### src/rtl/scl_guard_pkg.sv
package scl_guard_pkg;

  typedef enum logic {
    HOLD_OFF = 1'b0,
    HOLD_ON  = 1'b1
  } hold_state_e;

  function automatic int unsigned cnt_width(input int unsigned limit);
    return (limit < 2) ? 1 : $clog2(limit + 1);
  endfunction

endpackage

### src/rtl/scl_low_timer.sv
module scl_low_timer
  import scl_guard_pkg::*;
#(
  parameter int unsigned LIMIT = 6_250_000
) (
  input  logic clk,
  input  logic rst_n,
  input  logic scl_in,
  input  logic freeze,
  output logic tmo_pulse
);
  localparam int unsigned CW = cnt_width(LIMIT);
  localparam logic [CW-1:0] LAST = CW'(LIMIT - 1);

  logic [CW-1:0] low_cnt;
  logic          fired;

  always_ff @(posedge clk) begin
    if (!rst_n) begin
      low_cnt   <= '0;
      fired     <= 1'b0;
      tmo_pulse <= 1'b0;
    end else if (freeze) begin
      tmo_pulse <= 1'b0;
    end else if (scl_in) begin
      low_cnt   <= '0;
      fired     <= 1'b0;
      tmo_pulse <= 1'b0;
    end else if (!fired) begin
      if (low_cnt == LAST) begin
        fired     <= 1'b1;
        tmo_pulse <= 1'b1;
      end else begin
        low_cnt   <= low_cnt + 1'b1;
        tmo_pulse <= 1'b0;
      end
    end else begin
      tmo_pulse <= 1'b0;
    end
  end
endmodule

### src/rtl/write_stretch_fsm.sv
module write_stretch_fsm
  import scl_guard_pkg::*;
#(
  parameter int unsigned WRITE_CYC = 2_500_000
) (
  input  logic clk,
  input  logic rst_n,
  input  logic wr_stop,
  input  logic wr_done,
  output logic hold
);
  localparam int unsigned HW = cnt_width(WRITE_CYC);
  localparam logic [HW-1:0] HLAST = HW'(WRITE_CYC - 1);

  hold_state_e   state, state_nx;
  logic [HW-1:0] hcnt, hcnt_nx;

  always_comb begin
    state_nx = state;
    hcnt_nx  = hcnt;
    unique case (state)
      HOLD_OFF: begin
        if (wr_stop) begin
          state_nx = HOLD_ON;
          hcnt_nx  = '0;
        end
      end
      HOLD_ON: begin
        if (wr_done || hcnt == HLAST) begin
          state_nx = HOLD_OFF;
          hcnt_nx  = '0;
        end else begin
          hcnt_nx = hcnt + 1'b1;
        end
      end
      default: state_nx = HOLD_OFF;
    endcase
  end

  always_ff @(posedge clk) begin
    if (!rst_n) begin
      state <= HOLD_OFF;
      hcnt  <= '0;
    end else begin
      state <= state_nx;
      hcnt  <= hcnt_nx;
    end
  end

  assign hold = (state == HOLD_ON);
endmodule

### src/rtl/scl_hold_guard.sv
module scl_hold_guard #(
  parameter int unsigned TIMEOUT_CYC = 6_250_000,
  parameter int unsigned WRITE_CYC   = 2_500_000
) (
  input  logic clk,
  input  logic rst_n,
  input  logic scl_in,
  input  logic wr_stop,
  input  logic wr_done,
  output logic scl_pull_low,
  output logic proto_rst
);
  logic hold;

  write_stretch_fsm #(.WRITE_CYC(WRITE_CYC)) u_stretch (
    .clk     (clk),
    .rst_n   (rst_n),
    .wr_stop (wr_stop),
    .wr_done (wr_done),
    .hold    (hold)
  );

  scl_low_timer #(.LIMIT(TIMEOUT_CYC)) u_timer (
    .clk       (clk),
    .rst_n     (rst_n),
    .scl_in    (scl_in),
    .freeze    (hold),
    .tmo_pulse (proto_rst)
  );

  assign scl_pull_low = hold;
endmodule

### config.mk
export PLATFORM = sky130hd
export DESIGN_NAME = scl_hold_guard
export DESIGN_NICKNAME = d
export VERILOG_FILES = /design/src/rtl/scl_guard_pkg.sv /design/src/rtl/scl_low_timer.sv /design/src/rtl/write_stretch_fsm.sv /design/src/rtl/scl_hold_guard.sv
export SDC_FILE = /design/constraint.sdc
export NUM_CORES = 1
export LEC_CHECK = 0
export ABC_AREA = 1
export BUFFER_PORTS_ARGS = -buffer_cell sky130_fd_sc_hd__buf_2
export CORE_MARGIN = 2
export CORE_UTILIZATION = 63
export DETAILED_ROUTE_END_ITERATION = 8
export PLACE_DENSITY = 0.8
export RECOVER_POWER = 50
export SLEW_MARGIN = 20
export SYNTH_ARGS = -nofsm -noshare
export SYNTH_HDL_FRONTEND = slang
export SYNTH_HIERARCHICAL = 1
export SYNTH_SLANG_ARGS = --single-unit
### constraint.sdc
create_clock -name clk -period 2.05 [get_ports clk]
set_clock_uncertainty 0.15 [all_clocks]
set_input_delay 0.41 -clock clk [delete_from_list [all_inputs] [get_ports clk]]
set_output_delay 0.41 -clock clk [all_outputs]
set_load 0.005 [all_outputs]
==> reports/metrics.yaml <==
outcome: "complete, no violations"
synthFlopType: "dfxtp_1"
rows: 25
fin_nets: 503
worstSetupEndpointType: "flop"
ys_ff_latch: 48
hold_viol_final: 0
final-setup-viol-count: 0
grt_pass1_wl_um: 11760
core-area_um2: 4692
path_class: "flop to flop"
synth_edf_count: 0
numCtsBuffers: 5
p_sw_mw: 0.3947
ys_top_cells_by_area: "dfxtp_1, nand2_1, nor2_1, nand3_1, inv_1"
p_seq_frac: 0.578
tritoncts: "built"
synthCells: 488
rsz0062_at_grt: "no"
crit_family: "simple AND/OR/NAND/NOR gates"
diodes: 0
drv_cap: 0
slowest_stage: "dfxtp_1"
yosys.area.top_type: "dfxtp_1"
wl_um: 7049
clock_latency_ps: 300
worst-path-max-fanout: 12
drt-wirelength-per-cell_um: 12.82
wl_met3_um: 481
start_kind: "flop"
cts.sinks: 48
drv_slew: 0
place_congestion: 0.9215
path_cells: "ha_1, nand3_1, nor2_2, nand3_1, nand2_4, inv_1, o21a_1"
start_util: 0.6488
post-cts-setup-buffers: 0
syn-num-nets: 496
async_flop_share: 0
cts_hold_buf: 0
synth_top_area_frac: 0.3157
rrSetupSlack_ps: 170
p_total_mw: 1.641
ant_nets: 0
leakage_nw: 1.219
max_freq_mhz: 530.8
holdWs_ps: 242.7
slew_headroom: 0.6798
synth_cell_types: 33
clk_pin_slew_ps: 80
first_global_vias: 2583
cp_num_buf_inv: 1
wl_met2_um: 3016
pin_count: 7
die_y_um: 73.51
vias: 3036
m1WireLength_um: 3426
syn2layout_area_growth_pct: 4.028
grt_start_max_net_pins: 16
drtIter0Drc: 296
die-area_um2: 5404
ctsResizeCount: 0
antenna_found_initial: 0
grtUsageTotal: 0.2797
ir_drop_mv: 0.3373
synth-seq-area-share: 0.3157
p_int_mw: 1.246
cpPeakStageDelay_ps: 400
stdcell_count: 550
drtPass1Iterations: 5
gr-total-overflow: 0
p_per_area_nw_per_um2: 518.1
dp.cells: 542
syn_avg_cell_area_um2: 6.238
post_drt_via_cell_ratio: 5.520
htree_num_levels: 2
drc: 0
finalCritPeriodShare: 0.9189
fin_util: 0.6749
clockBufferDepth: 2
setup_tns_ps: 0
worstPathArrival_ps: 1930
pwr-share-comb: 0.075
fp.dieW_um: 73.51
crit_top_cell: "nand3_1"
syn_area_um2: 3044
required_ps: 2100
switching_share: 0.2406
dp_hpwl_um: 5164
fillers: 437
io_buffers: 6
min_period_ps: 1884
highest-signal-layer: "met4"
clkPwrFrac: 0.347
drive_gt1_frac: 0.1028
yosysWarnings: 6
tightestPinTransition_ps: 479.7
min_path_type: "input pin to flop"
root_buffer: "clkbuf_8"
==> power by group through the flow <==
stage	logic (mW)	registers, mW	clock network (mW)
3_3_place_gp	0.120	0.971	0
5_1_grt	0.136	0.951	0.616
6_report	0.122	0.949	0.569
4_1_cts	0.122	0.949	0.592
3_5_place_dp	0.121	0.971	0
2_1_floorplan	0.0948	0.969	0
==> per-stage QoR <==
stage               cell area (um^2)  setup WS, ps
finish                          3167         166.2
global route                    3167         31.29
CTS                             3182         216.8
detailed placement              3092         245.6
global placement                3092         297.5
floorplan                       3044         362.2
==> cell usage after synthesis (all sizes together), types with 2 or more instances <==
library cell	count
nand2	162
a21oi	24
dfxtp	48
o21ai	13
nor3	5
nor2	92
xnor2	3
xor2	15
clkinv	2
nand3	41
buf	7
ha	3
a21o	3
clkbuf	2
nand4	9
inv	55
==> routing by layer <==
metal,vias to the layer above,global-route usage
li1,1541,-
met1,1363,0.4243
met2,119,0.4048
met3,13,0.03429
met4,0,0.09899
met5,-,0
==> cells in the final DEF, fill, tap and decap left out, types with 6 or more instances in the layout <==
cell type and instances:
nand2_1 153, nor2_1 78, dfxtp_1 48, inv_1 44, nand3_1 39, a21oi_1 24
xor2_1 15, nor2_2 12, inv_2 11, nand4_1 9, o21ai_0 8, clkbuf_8 6
nand2_2 6
==> cells by family after synthesis <==
| family | share of synthesized area |
|---|---|
| xor gates and xnor gates | 0.05179 |
| AOI/OAI and AO/OA | 0.07316 |
| adders and majority gates | 0.01233 |
| and+or+nand+nor | 0.4517 |
| DFF | 0.3157 |
| buffers and inverters | 0.09535 |
==> path summary, 6_finish.rpt <==
check	cells past startpoint	end	from
worst max-delay path	7	u_stretch/hcnt[0]	u_stretch/hcnt[0]
worst min-delay path	3	u_stretch/hold	wr_stop
worst max register to register	7	u_stretch/hcnt[0]	u_stretch/hcnt[0]
worst min register to register	1	u_timer/tmo_pulse	u_timer/fired
==> state kept, by name, indices dropped and copies added (netlist names) <==
name,count
u_stretch/hcnt,22
u_stretch/hold,1
u_timer/fired,1
u_timer/low_cnt,23
u_timer/tmo_pulse,1
==> cell type report <==
type                       instances  area (um^2)  share of cell area
tap                               54        67.56             0.02134
timing repair buffer               9        50.05             0.01580
clock buffer                       8        90.09             0.02845
inverter                          57        215.2             0.06796
multi-input combinational        374         1783              0.5630
sequential                        48        960.9              0.3034
==> worst register-to-register path, cell delays in order, from the launching register on <==
cell and delay [ps]:
dfxtp_1 400, ha_1 170, nand3_1 200, nor2_2 170
nand3_1 150, nand2_4 120, inv_1 190, o21a_1 230
Power figures use the tool's default switching activity.
